<file path="src/rtl/blkwr_pkg.sv">
// Shared types for the block write acceptance checker.
// Assumes: tokens are three bits wide and consumed by a serializer elsewhere.
package blkwr_pkg;

    typedef enum logic [2:0] {
        ST_IDLE,
        ST_CHECK,
        ST_RECV,
        ST_BUSY,
        ST_HALT
    } blk_state_e;

    localparam logic [2:0] TOK_ACK = 3'b010;
    localparam logic [2:0] TOK_NAK = 3'b101;

    typedef struct packed {
        logic rom;
        logic wp;
        logic addr;
        logic crc;
    } err_set_t;

endpackage

</file>
<file path="src/rtl/blkwr_align.sv">
// Boundary test for a block about to start.
// Flags a block whose offset inside a native block plus its length
// runs past the native block end. Assumes NATIVE_LEN is a power of two
// and LEN_W >= OFF_W.
module blkwr_align #(
    parameter int NATIVE_LEN = 16,
    parameter int LEN_W      = 8,
    localparam int OFF_W     = $clog2(NATIVE_LEN)
) (
    input  logic [OFF_W-1:0] blk_off,
    input  logic [LEN_W-1:0] blk_len,
    output logic             misaligned
);

    logic [LEN_W:0] span_end;

    // Purpose: end of the block measured from the native block start.
    always_comb begin
        span_end   = (LEN_W+1)'(blk_off) + (LEN_W+1)'(blk_len);
        misaligned = span_end > (LEN_W+1)'(NATIVE_LEN);
    end

endmodule

</file>
<file path="src/rtl/blkwr_regprog.sv">
// Register programming store with a ROM-portion guard.
// Bytes shift in first-byte-most-significant. The word formed with the
// current byte is compared under the mask, and the store loads only
// when the controller says so. Assumes REG_W is a multiple of 8, >= 16.
module blkwr_regprog #(
    parameter int REG_W = 32
) (
    input  logic             clk,
    input  logic             rst_n,
    input  logic             shift_en,
    input  logic [7:0]       data_byte,
    input  logic             load,
    input  logic [REG_W-1:0] rom_mask,
    input  logic [REG_W-1:0] rom_ref,
    output logic             rom_ok,
    output logic [REG_W-1:0] reg_q
);

    logic [REG_W-9:0] shreg;
    logic [REG_W-1:0] word_next;

    // Purpose: assemble the candidate word and test its fixed bits.
    always_comb begin
        word_next = {shreg, data_byte};
        rom_ok    = ((word_next ^ rom_ref) & rom_mask) == '0;
    end

    // Purpose: keep the shift history and the committed register.
    always_ff @(posedge clk) begin
        if (!rst_n) begin
            shreg <= '0;
            reg_q <= '0;
        end else begin
            if (shift_en) shreg <= word_next[REG_W-9:0];
            if (load)     reg_q <= word_next;
        end
    end

endmodule

</file>
<file path="src/rtl/blkwr_status.sv">
// Sticky error flags. A set pulse wins over a clear in the same cycle.
// Assumes set pulses last one cycle and come from the controller.
module blkwr_status #(
    parameter int NBITS = 4
) (
    input  logic             clk,
    input  logic             rst_n,
    input  logic [NBITS-1:0] set,
    input  logic             clr,
    output logic [NBITS-1:0] flags
);

    for (genvar i = 0; i < NBITS; i++) begin : g_flag
        // Purpose: hold one flag until cleared.
        always_ff @(posedge clk) begin
            if (!rst_n)      flags[i] <= 1'b0;
            else if (set[i]) flags[i] <= 1'b1;
            else if (clr)    flags[i] <= 1'b0;
        end
    end

endmodule

</file>
<file path="src/rtl/blkwr_ctrl.sv">
// Transfer sequencer: pre-block checks, byte counting, verdicts, busy.
// Assumes the host waits for busy to drop before the next block, and that
// blk_end and crc_good are only meaningful together with data_valid.
module blkwr_ctrl
    import blkwr_pkg::*;
#(
    parameter int ADDR_W   = 16,
    parameter int LEN_W    = 8,
    parameter int REG_W    = 32,
    parameter int BUSY_CYC = 3
) (
    input  logic              clk,
    input  logic              rst_n,
    input  logic              start,
    input  logic [ADDR_W-1:0] start_addr,
    input  logic              start_multi,
    input  logic              start_reg,
    input  logic [LEN_W-1:0]  blk_len,
    input  logic              misalign_ok,
    input  logic              misaligned,
    input  logic              wp_hit,
    input  logic              data_valid,
    input  logic              blk_end,
    input  logic              crc_good,
    input  logic              stop,
    input  logic              rom_ok,
    output logic [ADDR_W-1:0] blk_addr,
    output logic              commit,
    output logic              discard,
    output logic              tok_valid,
    output logic [2:0]        tok,
    output logic              busy,
    output err_set_t          err_set,
    output logic              reg_load,
    output logic              reg_shift
);

    localparam int REG_BYTES = REG_W / 8;
    localparam int RB_W      = $clog2(REG_BYTES + 1);
    localparam int CNT_W     = ((RB_W > LEN_W) ? RB_W : LEN_W) + 1;
    localparam int BCNT_W    = $clog2(BUSY_CYC + 1);

    blk_state_e        state, nxt;
    logic [ADDR_W-1:0] addr_n;
    logic              multi_q, multi_n, regm_q, regm_n, stop_q, stop_n;
    logic [CNT_W-1:0]  cnt_q, cnt_n, cnt_inc, exp_len;
    logic [BCNT_W-1:0] bcnt_q, bcnt_n;
    logic              commit_n, discard_n, tokv_n, busy_n;
    logic [2:0]        tok_n;

    // Purpose: next-state, verdict and event decode for one cycle.
    always_comb begin
        nxt       = state;
        addr_n    = blk_addr;
        multi_n   = multi_q;
        regm_n    = regm_q;
        stop_n    = stop_q;
        cnt_n     = cnt_q;
        bcnt_n    = bcnt_q;
        commit_n  = 1'b0;
        discard_n = 1'b0;
        tokv_n    = 1'b0;
        tok_n     = tok;
        err_set   = '0;
        reg_load  = 1'b0;
        cnt_inc   = (cnt_q == '1) ? cnt_q : cnt_q + 1'b1;
        exp_len   = regm_q ? CNT_W'(REG_BYTES) : CNT_W'(blk_len);
        if (start) begin
            addr_n  = start_addr;
            multi_n = start_multi;
            regm_n  = start_reg;
            stop_n  = 1'b0;
            cnt_n   = '0;
            nxt     = start_reg ? ST_RECV : ST_CHECK;
        end else begin
            case (state)
                ST_CHECK: begin
                    if (stop) begin
                        nxt = ST_IDLE;
                    end else if (misaligned && !misalign_ok) begin
                        err_set.addr = 1'b1;
                        nxt          = ST_HALT;
                    end else if (wp_hit) begin
                        err_set.wp = 1'b1;
                        nxt        = ST_HALT;
                    end else begin
                        cnt_n = '0;
                        nxt   = ST_RECV;
                    end
                end
                ST_RECV: begin
                    if (stop) stop_n = 1'b1;
                    if (data_valid && blk_end) begin
                        cnt_n  = '0;
                        tokv_n = 1'b1;
                        bcnt_n = BCNT_W'(BUSY_CYC - 1);
                        if (!crc_good || cnt_inc != exp_len) begin
                            tok_n       = TOK_NAK;
                            discard_n   = 1'b1;
                            err_set.crc = 1'b1;
                            nxt         = (multi_q && !regm_q) ? ST_HALT : ST_IDLE;
                        end else if (regm_q) begin
                            tok_n = TOK_ACK;
                            if (rom_ok) begin
                                reg_load = 1'b1;
                                commit_n = 1'b1;
                                nxt      = ST_BUSY;
                            end else begin
                                discard_n   = 1'b1;
                                err_set.rom = 1'b1;
                                nxt         = ST_IDLE;
                            end
                        end else begin
                            tok_n    = TOK_ACK;
                            commit_n = 1'b1;
                            addr_n   = blk_addr + ADDR_W'(blk_len);
                            nxt      = ST_BUSY;
                        end
                    end else if (data_valid) begin
                        cnt_n = cnt_inc;
                    end
                end
                ST_BUSY: begin
                    if (stop) stop_n = 1'b1;
                    if (bcnt_q == '0)
                        nxt = (multi_q && !regm_q && !stop_n) ? ST_CHECK : ST_IDLE;
                    else
                        bcnt_n = bcnt_q - 1'b1;
                end
                ST_HALT: begin
                    if (stop) nxt = ST_IDLE;
                end
                default: nxt = ST_IDLE;
            endcase
        end
        busy_n    = (nxt == ST_BUSY);
        reg_shift = !start && state == ST_RECV && regm_q && data_valid;
    end

    // Purpose: register state and all outputs.
    always_ff @(posedge clk) begin
        if (!rst_n) begin
            state     <= ST_IDLE;
            blk_addr  <= '0;
            multi_q   <= 1'b0;
            regm_q    <= 1'b0;
            stop_q    <= 1'b0;
            cnt_q     <= '0;
            bcnt_q    <= '0;
            commit    <= 1'b0;
            discard   <= 1'b0;
            tok_valid <= 1'b0;
            tok       <= 3'b000;
            busy      <= 1'b0;
        end else begin
            state     <= nxt;
            blk_addr  <= addr_n;
            multi_q   <= multi_n;
            regm_q    <= regm_n;
            stop_q    <= stop_n;
            cnt_q     <= cnt_n;
            bcnt_q    <= bcnt_n;
            commit    <= commit_n;
            discard   <= discard_n;
            tok_valid <= tokv_n;
            tok       <= tok_n;
            busy      <= busy_n;
        end
    end

endmodule

</file>
<file path="src/rtl/blkwr_rx.sv">
// Top of the block write acceptance checker.
// Wires the sequencer, boundary test, register store and sticky flags.
// Assumes external CRC checking and an external protection lookup that
// answers combinationally for blk_addr.
module blkwr_rx
    import blkwr_pkg::*;
#(
    parameter int ADDR_W     = 16,
    parameter int LEN_W      = 8,
    parameter int NATIVE_LEN = 16,
    parameter int REG_W      = 32,
    parameter int BUSY_CYC   = 3
) (
    input  logic              clk,
    input  logic              rst_n,
    input  logic              start,
    input  logic [ADDR_W-1:0] start_addr,
    input  logic              start_multi,
    input  logic              start_reg,
    input  logic [LEN_W-1:0]  blk_len,
    input  logic              misalign_ok,
    output logic [ADDR_W-1:0] blk_addr,
    input  logic              wp_hit,
    input  logic              data_valid,
    input  logic [7:0]        data_byte,
    input  logic              blk_end,
    input  logic              crc_good,
    input  logic              stop,
    input  logic [REG_W-1:0]  rom_mask,
    input  logic [REG_W-1:0]  rom_ref,
    input  logic              status_rd,
    output logic              commit,
    output logic              discard,
    output logic              tok_valid,
    output logic [2:0]        tok,
    output logic              busy,
    output logic              err_crc,
    output logic              err_addr,
    output logic              err_wp,
    output logic              err_rom,
    output logic [REG_W-1:0]  reg_data
);

    localparam int OFF_W = $clog2(NATIVE_LEN);

    logic     misaligned, rom_ok, reg_load, reg_shift;
    err_set_t err_set;
    logic [3:0] flags;

    blkwr_ctrl #(
        .ADDR_W(ADDR_W), .LEN_W(LEN_W), .REG_W(REG_W), .BUSY_CYC(BUSY_CYC)
    ) u_ctrl (
        .clk(clk), .rst_n(rst_n), .start(start), .start_addr(start_addr),
        .start_multi(start_multi), .start_reg(start_reg), .blk_len(blk_len),
        .misalign_ok(misalign_ok), .misaligned(misaligned), .wp_hit(wp_hit),
        .data_valid(data_valid), .blk_end(blk_end), .crc_good(crc_good),
        .stop(stop), .rom_ok(rom_ok), .blk_addr(blk_addr), .commit(commit),
        .discard(discard), .tok_valid(tok_valid), .tok(tok), .busy(busy),
        .err_set(err_set), .reg_load(reg_load), .reg_shift(reg_shift)
    );

    blkwr_align #(
        .NATIVE_LEN(NATIVE_LEN), .LEN_W(LEN_W)
    ) u_align (
        .blk_off(blk_addr[OFF_W-1:0]), .blk_len(blk_len), .misaligned(misaligned)
    );

    blkwr_regprog #(
        .REG_W(REG_W)
    ) u_regprog (
        .clk(clk), .rst_n(rst_n), .shift_en(reg_shift), .data_byte(data_byte),
        .load(reg_load), .rom_mask(rom_mask), .rom_ref(rom_ref),
        .rom_ok(rom_ok), .reg_q(reg_data)
    );

    blkwr_status #(
        .NBITS(4)
    ) u_status (
        .clk(clk), .rst_n(rst_n), .set(err_set), .clr(status_rd), .flags(flags)
    );

    assign err_crc  = flags[0];
    assign err_addr = flags[1];
    assign err_wp   = flags[2];
    assign err_rom  = flags[3];

endmodule

</file>
<file path="config.mk">
export PLATFORM = sky130hd
export DESIGN_NAME = blkwr_rx
export DESIGN_NICKNAME = d
export VERILOG_FILES = /design/src/rtl/blkwr_pkg.sv /design/src/rtl/blkwr_align.sv /design/src/rtl/blkwr_regprog.sv /design/src/rtl/blkwr_status.sv /design/src/rtl/blkwr_ctrl.sv /design/src/rtl/blkwr_rx.sv
export SDC_FILE = /design/constraint.sdc
export NUM_CORES = 1
export LEC_CHECK = 0
export ABC_AREA = 1
export BUFFER_PORTS_ARGS = -buffer_cell sky130_fd_sc_hd__buf_2
export CORE_MARGIN = 2
export CORE_UTILIZATION = 58
export CTS_BUF_LIST = sky130_fd_sc_hd__clkbuf_4 sky130_fd_sc_hd__clkbuf_8
export CTS_CLUSTER_DIAMETER = 60
export CTS_CLUSTER_SIZE = 12
export DETAILED_ROUTE_END_ITERATION = 6
export GPL_TIMING_DRIVEN = 1
export PLACE_DENSITY = 0.89
export SKIP_CTS_REPAIR_TIMING = 1
export SYNTH_ARGS = -nofsm -noshare
export SYNTH_HDL_FRONTEND = slang
export SYNTH_SLANG_ARGS = --single-unit
</file>
<file path="constraint.sdc">
create_clock -name clk -period 6.6 [get_ports clk]
set_input_delay 1.32 -clock clk [delete_from_list [all_inputs] [get_ports clk]]
set_output_delay 1.32 -clock clk [all_outputs]
set_load 0.02 [all_outputs]
</file>
After elaboration in Yosys (flattened, before gate mapping)
Cells that the tools add are included.
{"block": "totals", "reg_bits": 100, "out_inout_bits": 59}
{"block": "classes", "n_addsub": 4, "magnitude_cmp": 1, "n_eq_ne": 15, "n_mux": 63, "bitwise": 6, "n_reduce_logical": 31}
{"op": "16-bit two-way mux", "count": 5}
{"op": "9-bit two-way mux", "count": 6}
{"op": "32-bit bitwise AND", "count": 1}
{"op": "32-bit zero test", "count": 1}
{"op": "32-bit bitwise XOR", "count": 1}
{"op": "3-bit two-way mux", "count": 10}
{"op": "1-bit two-way mux", "count": 29}
{"op": "9-bit case mux with 2 select lines", "count": 1}
{"op": "16-bit by 8-bit adder with 16-bit output", "count": 1}
{"op": "2-bit nonzero test", "count": 8}
{"op": "2-bit two-way mux", "count": 7}
{"op": "2-bit != test, second input constant", "count": 6}
{"op": "3-bit case mux with 4 select lines", "count": 1}
{"op": "4-bit by 8-bit adder with 9-bit output", "count": 1}
{"op": "9-bit by 1-bit adder with 9-bit output, second input constant", "count": 1}
{"op": "3-bit by 2-bit equality test with 1-bit output, second input constant", "count": 3}
{"op": "9-bit equality test, second input constant", "count": 1}
{"op": "9-bit by 5-bit > comparator with 1-bit output, second input constant", "count": 1}
{"op": "9-bit != test", "count": 1}
{"op": "8-bit two-way mux", "count": 1}
{"op": "4-bit AND reduction", "count": 2}
{"op": "1-bit logical AND", "count": 7}
{"op": "1-bit zero test", "count": 5}
{"op": "5-bit AND reduction", "count": 1}
{"op": "16 further kinds", "count": 19}

Longest topological paths before layout
Gate-level depths: netlist of the first run.
{"block": "depth", "word_depth": 10, "ltp_mapped": 17}

By module
From an unflattened synthesis of the first run, not the netlist that was laid out.
{"block": "unflattened", "cells_unflattened": 916, "area_unflattened_um2": 5796.8}
{"module": "blkwr_ctrl", "instances": 1, "cells_each": 454, "area_each_um2": 2885.3}
{"module": "blkwr_regprog", "instances": 1, "cells_each": 398, "area_each_um2": 2526.2}
{"module": "blkwr_align", "instances": 1, "cells_each": 46, "area_each_um2": 247.7}
{"module": "blkwr_status", "instances": 1, "cells_each": 18, "area_each_um2": 137.6}

Least setup slack after synthesis of the first run
Ideal clock, no wire load.
{"block": "synth_timing", "path_kind": "input to register", "startpoint": "input blk_len[0]", "endpoint": "register u_ctrl.cnt_q[7]", "setup_time_ns": 0.070, "arrival_ns": 3.196, "path_slack_ns": 3.334, "path_stages": 14, "path_buffers": 1, "cell_sequence": "ha_1 fa_1 xnor2_1 nand3_1 a21oi_1 nand2_1 nand2_1 nand2_1 nand2_1 nand2_1 nand2_1 clkbuf_1 o21ai_0 a21oi_1"}
{"block": "synth_between", "elab_chain_cells": 5}
{"item": "start: declaration", "line": "blkwr_rx.sv:20", "source": "input logic [LEN_W-1:0] blk_len,"}
{"item": "4-bit by 8-bit adder with 9-bit output", "line": "blkwr_align.sv:19", "source": "span_end = (LEN_W+1)'(blk_off) + (LEN_W+1)'(blk_len);"}
{"item": "9-bit by 5-bit > comparator with 1-bit output", "line": "blkwr_align.sv:20", "source": "misaligned = span_end > (LEN_W+1)'(NATIVE_LEN);"}
{"item": "1-bit logical AND", "line": "blkwr_ctrl.sv:80", "source": "end else if (misaligned && !misalign_ok) begin"}
{"item": "2-bit != test (no source line)"}
{"item": "5-bit AND reduction (no source line)"}
{"item": "end signal: assignment", "line": "blkwr_ctrl.sv:161", "source": "cnt_q <= cnt_n;"}
{"item": "end: declaration", "line": "blkwr_ctrl.sv:46", "source": "logic [CNT_W-1:0] cnt_q, cnt_n, cnt_inc, exp_len;"}
No other way between the ends.
A chain may end at the register's enable or synchronous reset.

Worst setup path in the final report of the first run
{"block": "layout_timing", "startpoint": "input data_byte[6]", "endpoint": "register u_regprog.reg_q[27]"}
{"block": "layout_between", "elab_chain_cells": 9}
{"item": "start: declaration", "line": "blkwr_rx.sv:25", "source": "input logic [7:0] data_byte,"}
{"item": "32-bit bitwise XOR", "line": "blkwr_regprog.sv:25", "source": "rom_ok = ((word_next ^ rom_ref) & rom_mask) == '0;"}
{"item": "32-bit bitwise AND", "line": "blkwr_regprog.sv:25"}
{"item": "32-bit zero test", "line": "blkwr_regprog.sv:25"}
{"item": "1-bit two-way mux", "line": "blkwr_ctrl.sv:104", "source": "if (rom_ok) begin"}
{"item": "1-bit two-way mux", "line": "blkwr_ctrl.sv:102", "source": "end else if (regm_q) begin"}
{"item": "1-bit two-way mux", "line": "blkwr_ctrl.sv:97", "source": "if (!crc_good || cnt_inc != exp_len) begin"}
{"item": "1-bit two-way mux", "line": "blkwr_ctrl.sv:93", "source": "if (data_valid && blk_end) begin"}
{"item": "1-bit two-way mux", "line": "blkwr_ctrl.sv:76", "source": "case (state)"}
{"item": "1-bit two-way mux", "line": "blkwr_ctrl.sv:68", "source": "if (start) begin"}
{"item": "end signal: assignment", "line": "blkwr_regprog.sv:35", "source": "if (load) reg_q <= word_next;"}
{"item": "end: declaration", "line": "blkwr_regprog.sv:16", "source": "output logic [REG_W-1:0] reg_q"}
No other way between the ends.

==> reports/metrics.yaml, run 1 <==
worstSetupStartpointType: "input port"
postRouteAntennaNets: 0
crit_type: "in -> reg"
syn_inst: 852
vias: 5936
syn_area_per_cell_sq_um: 6.378
slew_violations: 0
end_kind: "register"
h-tree-depth: 3
cts_tree: "built"
synth_top_area_frac: 0.3647
drtIter0Drc: 351
drc: 0
synthAdderAreaFrac: 0.02671
clkSinkCount: 99
drt-wirelength-per-cell_microns: 12.63
async_flop_share: 0
rsz0062_at_grt: "no"
drv_cap: 0
yosysWarnings: 0
netlist_top_cells_area: "dfxtp_1 (36%), nand2_1 (13%), nor2_1 (13%), o21ai_0 (9.9%), nand3_1 (4.7%)"
syn_to_final_growth_pct: 19.39
synth_top_family_by_area: "simple AND/OR/NAND/NOR gates"
p_per_area_nw_per_um2: 188.2
arrival_ns: 3.66
synth_compound_area_frac: 0.1510
wirelength_mm: 14.13
root_buffer: "clkbuf_8"
hold_violations: 0
antenna_found_initial: 0
fp.dieW_microns: 100.8
finalClockSkew_ns: 0.01163
firstDrtPassIters: 5
synth_nets: 971
synth-simple-area-share: 0.3737
seq_area_frac_synth: 0.3647
gp_congestion: 0.9203
crit_required_ns: 6.91
synth-xor-area-share: 0.01612
hpwl_mm: 10.81
grt_max_degree: 73
synthMuxAreaShare: 0
clk_latency_ns: 0.38
drive_above_1_share: 0.2173
clk_pin_slew_ns: 0.10
critPathMaxFanout: 33
synth_area_sq_um: 5434
grt_pass1_wl_mm: 23.89
grt_pass1_vias: 5290
tns_ns: 0
relSlewSlack: 0.3760
n_antenna_cell: 0
grt_usage: 0.2874
gr-total-overflow: 0
synth_common_cells: "nand2_1 (194), nor2_1 (194), o21ai_0 (107), dfxtp_1 (99), inv_1 (58)"
die_y_microns: 100.8
io_buffers: 166
synth_edf_count: 0
rows: 35
ys_ff_latch: 99
fillers: 811
setup_violations: 0
viasPerCell: 5.305
numCtsBuffers: 9
clockBufferDepth: 2
worst_slew_pin_slew_ns: 0.9124
rrSetupSlack_ns: 3.38
vdd_ir_drop_max_uv: 101.9
ys_types: 36
ioPinCount: 167
ys.flop_type: "dfxtp_1"
nets: 1122
max_freq_mhz: 299.1
hold_class: "reg -> reg"
start_util: 0.5937
status: "completed"
core_sq_um: 9153
p_leak_uw: 0.003214
finalPower_uw: 1221
yosys.area.top_type: "dfxtp_1"
die_area_sq_um: 10160
fin_crit_sh: 0.5065
min_period_ns: 3.343
[metal layers]
| layer | track usage | vias up | part of all wire |
|---|---|---|---|
| met3 | 0.04646 | 25 | 0.071 |
| li1 | - | 3055 | - |
| met1 | 0.3902 | 2627 | 0.45 |
| met5 | 0 | - | 0 |
| met4 | 0.1033 | 0 | 0.022 |
| met2 | 0.4626 | 229 | 0.46 |
[metrics by stage]
stage / hold WS [ns] / utilization / cell area (sq um) / setup slack, ns / cells
5_1_grt: 0.4993 / 0.7088 / 6487 / 2.993 / 1119
2_1_floorplan: 0.4368 / - / 5434 / 3.334 / 852
6_report: 0.4674 / 0.7088 / 6487 / 3.257 / 1119
3_3_place_gp: 0.4531 / 0.6865 / 6284 / 2.968 / 1103
4_1_cts: 0.4687 / 0.7088 / 6487 / 3.261 / 1119
3_5_place_dp: 0.4546 / 0.6865 / 6284 / 2.880 / 1103
[power by group]
| part | total [uW] | switching (uW) | internal (uW) |
|---|---|---|---|
| Sequential | 622 | 13.1 | 609 |
| Clock | 405 | 221 | 183 |
| Combinational | 194 | 115 | 79.1 |
[final cells by class]
type,count,area [sq um],area share
multi-input cells,663,3084,0.4754
inverters,62,232.7,0.03587
clock buffers,10,131.4,0.02025
clock inverters,6,72.57,0.01119
well taps,111,138.9,0.02141
flip-flops and latches,99,1982,0.3055
repair buffers,168,845.8,0.1304
[cell usage in the layout, fill, tap and decap left out, drive strengths merged]
| cell | Yosys | final |
|---|---|---|
| buf | 7 | 168 |
| nor2 | 197 | 197 |
| a31o | 1 | 1 |
| ha | 10 | 10 |
| fa | 1 | 1 |
| o21a | 1 | 1 |
| clkinvlp | 0 | 3 |
| dfxtp | 99 | 99 |
| nand3 | 54 | 54 |
| nand2 | 197 | 197 |
| a21oi | 36 | 36 |
| a21o | 2 | 2 |
| xnor2 | 6 | 6 |
| xor2 | 4 | 4 |
| a31oi | 2 | 2 |
| o31ai | 1 | 1 |
| inv | 60 | 62 |
| bufinv | 0 | 1 |
| clkbuf | 21 | 10 |
| clkinv | 2 | 2 |
| or2 | 19 | 19 |
| nand4 | 11 | 11 |
| o21ai | 110 | 110 |
| o21bai | 2 | 2 |
| nor3 | 7 | 7 |
| a2111oi | 1 | 1 |
| nor4 | 1 | 1 |
[kinds of logic (layout without fill, tap and decap cells)]
group,Yosys count,after routing
DFF,99,99
AOI/OAI and AO/OA,156,156
xor gates and xnor gates,10,10
and+or+nand+nor,486,486
adders and majority gates,11,11
buffers and inverters,90,246
[worst max-delay path: stages]
cell,delay (ns)
buf_2,0.13
or2_2,0.29
nand3_1,0.07
nand2_1,0.05
nor2_1,0.12
nand4_1,0.09
nor2_1,0.15
nand2_1,0.13
nor3_1,0.19
nand2_2,0.34
inv_2,0.54
nor2_1,0.11
nor2_1,0.12
[sequential cells by signal (all words and copies together) (netlist names), 2 cells and up]
register / flops
u_ctrl.bcnt_q: 2
u_ctrl.blk_addr: 16
u_ctrl.cnt_q: 9
u_ctrl.state: 3
u_ctrl.tok: 2
u_regprog.reg_q: 32
u_regprog.shreg: 24
u_status.flags: 4
[worst paths after layout]
check | start | endpoint | depth (start not counted)
worst max-delay path | data_byte[6] | u_regprog.reg_q[27] | 13
worst min-delay path | u_status.flags[1] | u_status.flags[1] | 2
worst max register to register | u_ctrl.cnt_q[1] | u_regprog.reg_q[27] | 15
worst min register to register | u_status.flags[1] | u_status.flags[1] | 2
Power figures use the tool's default switching activity.
==> run 2: changes to the inputs <==
CORE_UTILIZATION = 53   (was 58)
PLACE_DENSITY = 0.82   (was 0.89)
clock period = 3.1 ns   (was 6.6 ns; I/O delays follow)
==> reports/metrics.yaml, run 2 (synthesized netlist as in run 1, its figures left out) <==
core_sq_um: 9864  # +7.8%
die_y_microns: 105.3  # +4.4%
gr-total-overflow: 0  # unchanged
slew_violations: 0  # unchanged
crit_required_ns: 3.34  # -3.57 ns
hold_violations: 0  # unchanged
p_switching_uw: 738.5  # +110%
clockBufferDepth: 2  # unchanged
regMostFlops: "u_regprog.reg_q"
drv_cap: 0  # unchanged
end_kind: "register"
multiInputGateArea_sq_um: 3084  # unchanged
rsz0062_at_grt: "no"
die_area_sq_um: 11080  # +9.0%
crit_type: "reg -> reg"
wirelength_mm: 14.91  # +5.5%
syn_to_final_growth_pct: 20.82
largest_registers: "u_regprog.reg_q x32, u_regprog.shreg x24, u_ctrl.blk_addr x16"
worstSetupStartpointType: "register"
ioPinCount: 167  # unchanged
grt_max_degree: 72  # -1.4%
seq_area_sq_um: 1982  # unchanged
clkSinkCount: 99  # unchanged
fin_crit_sh: 0.8934
h-tree-depth: 3  # unchanged
finalPower_uw: 2591  # +110%
p_leak_uw: 0.003251  # +1.2%
max_freq_mhz: 361.1
largest_reg_flops: 32  # unchanged
start_util: 0.5509  # -0.04285
p_sw_frac: 0.2851  # -0.001101
fillers: 967  # +19%
final_cell_mix: "nor2_1 (194), nand2_1 (194), buf_2 (166)"
tns_ns: 0  # unchanged
gp_congestion: 0.9250  # +0.51%
drc: 0  # unchanged
worst_slew_pin_slew_ns: 0.8335  # -0.07890 ns
cts_tree: "built"
finalClockSkew_ns: 0.01153  # -0.00009570 ns
antenna_found_initial: 0  # unchanged
root_buffer: "clkbuf_8"
grt_pass1_vias: 5102  # -3.6%
p_per_area_nw_per_um2: 394.6  # +110%
postRouteAntennaNets: 0  # unchanged
pwr-share-clk: 0.327  # -0.005
hp-start: "u_ctrl.tok[1]"
combPwrFrac: 0.162  # +0.003
setup_violations: 0  # unchanged
grt_usage: 0.2675  # -0.01991
clk_latency_ns: 0.36  # -0.02 ns
vias: 5918  # -0.30%
critPathMaxFanout: 13  # -61%
clk_pin_slew_ns: 0.10  # about the same
vdd_ir_drop_max_uv: 251.8  # +150%
fp.dieW_microns: 105.3  # +4.4%
firstDrtPassIters: 6  # +1
n_antenna_cell: 0  # unchanged
relSlewSlack: 0.4300  # +0.05396
seqPwrFrac: 0.511  # about the same
rows: 36  # +2.9%
p_int_uw: 1852  # +110%
io_buffers: 166  # unchanged
drtIter0Drc: 345  # -1.7%
hpwl_mm: 11.47  # +6.1%
status: "completed"
viasPerCell: 5.155  # -2.8%
min_period_ns: 2.769
drt-wirelength-per-cell_microns: 12.99  # +2.8%
drive_above_1_share: 0.2227  # +0.005398
grt_pass1_wl_mm: 24.20  # +1.3%
nets: 1130  # +0.71%
regToRegStartpoint: "u_ctrl.cnt_q[0]"
numCtsBuffers: 9  # unchanged
arrival_ns: 3.01  # -0.65 ns
hold_class: "reg -> reg"
crit_path_start: "u_ctrl.cnt_q[0]"
[run 2: final cells by class]
type,instances,area share
Timing Repair Buffer,176,0.1380
Sequential cell,99,0.3019
Clock buffer,10,0.02001
Tap cell,133,0.02535
Inverter,62,0.03545
Clock inverter,5,0.009529
Multi-Input combinational cell,663,0.4698
[run 2: power by group through the flow]
| stage | Sequential, uW | Combinational, uW | Clock (uW) |
|---|---|---|---|
| after floorplan | 1370 | 246 | 0 |
| after global placement | 1350 | 413 | 0 |
| after detailed placement | 1350 | 417 | 0 |
| after CTS | 1320 | 419 | 862 |
| after global routing | 1330 | 477 | 905 |
| final | 1320 | 420 | 846 |
[run 2: final timing paths]
kind                         end  slack (ns)  cells past startpoint
max          u_regprog.reg_q[17]        0.33                     15
min                u_ctrl.tok[1]        0.47                      2
max reg2reg  u_regprog.reg_q[17]        0.33                     15
min reg2reg        u_ctrl.tok[1]        0.47                      2
[run 2: worst max-delay path, cell delays in order, from the launching register on]
cell     delay (ns)
dfxtp_1        0.40
ha_1           0.22
nand2_2        0.11
nor2_4         0.15
nand3_2        0.26
nand2_1        0.19
nand2_1        0.06
nand2_1        0.07
nand2_1        0.05
nor2_1         0.09
nand2_1        0.09
nor2_4         0.21
nand2_2        0.21
buf_4          0.23
o21ai_0        0.23
nor2_1         0.06
[run 2: stage by stage]
stage / utilization / instance area, sq um / setup WS [ns] / cells / hold WS (ns)
after floorplan: - / 5434 / 0.5342 / 852 / 0.4368
after global placement: 0.6459 / 6371 / 0.4093 / 1133 / 0.4445
after detailed placement: 0.6459 / 6371 / 0.4132 / 1133 / 0.4584
after CTS: 0.6655 / 6565 / 0.3701 / 1148 / 0.4726
after global routing: 0.6655 / 6565 / 0.05431 / 1148 / 0.4889
final: 0.6655 / 6565 / 0.3306 / 1148 / 0.4678
[run 2: metal layers]
metal / track usage / up-vias / wire (microns) / part of all wire
met3: 0.05813 / 14 / 1235 / 0.083
met1: 0.3741 / 2607 / 6794 / 0.46
li1: - / 3073 / - / -
met5: 0 / - / 0 / 0
met2: 0.4203 / 224 / 6681 / 0.45
met4: 0.06476 / 0 / 198 / 0.013
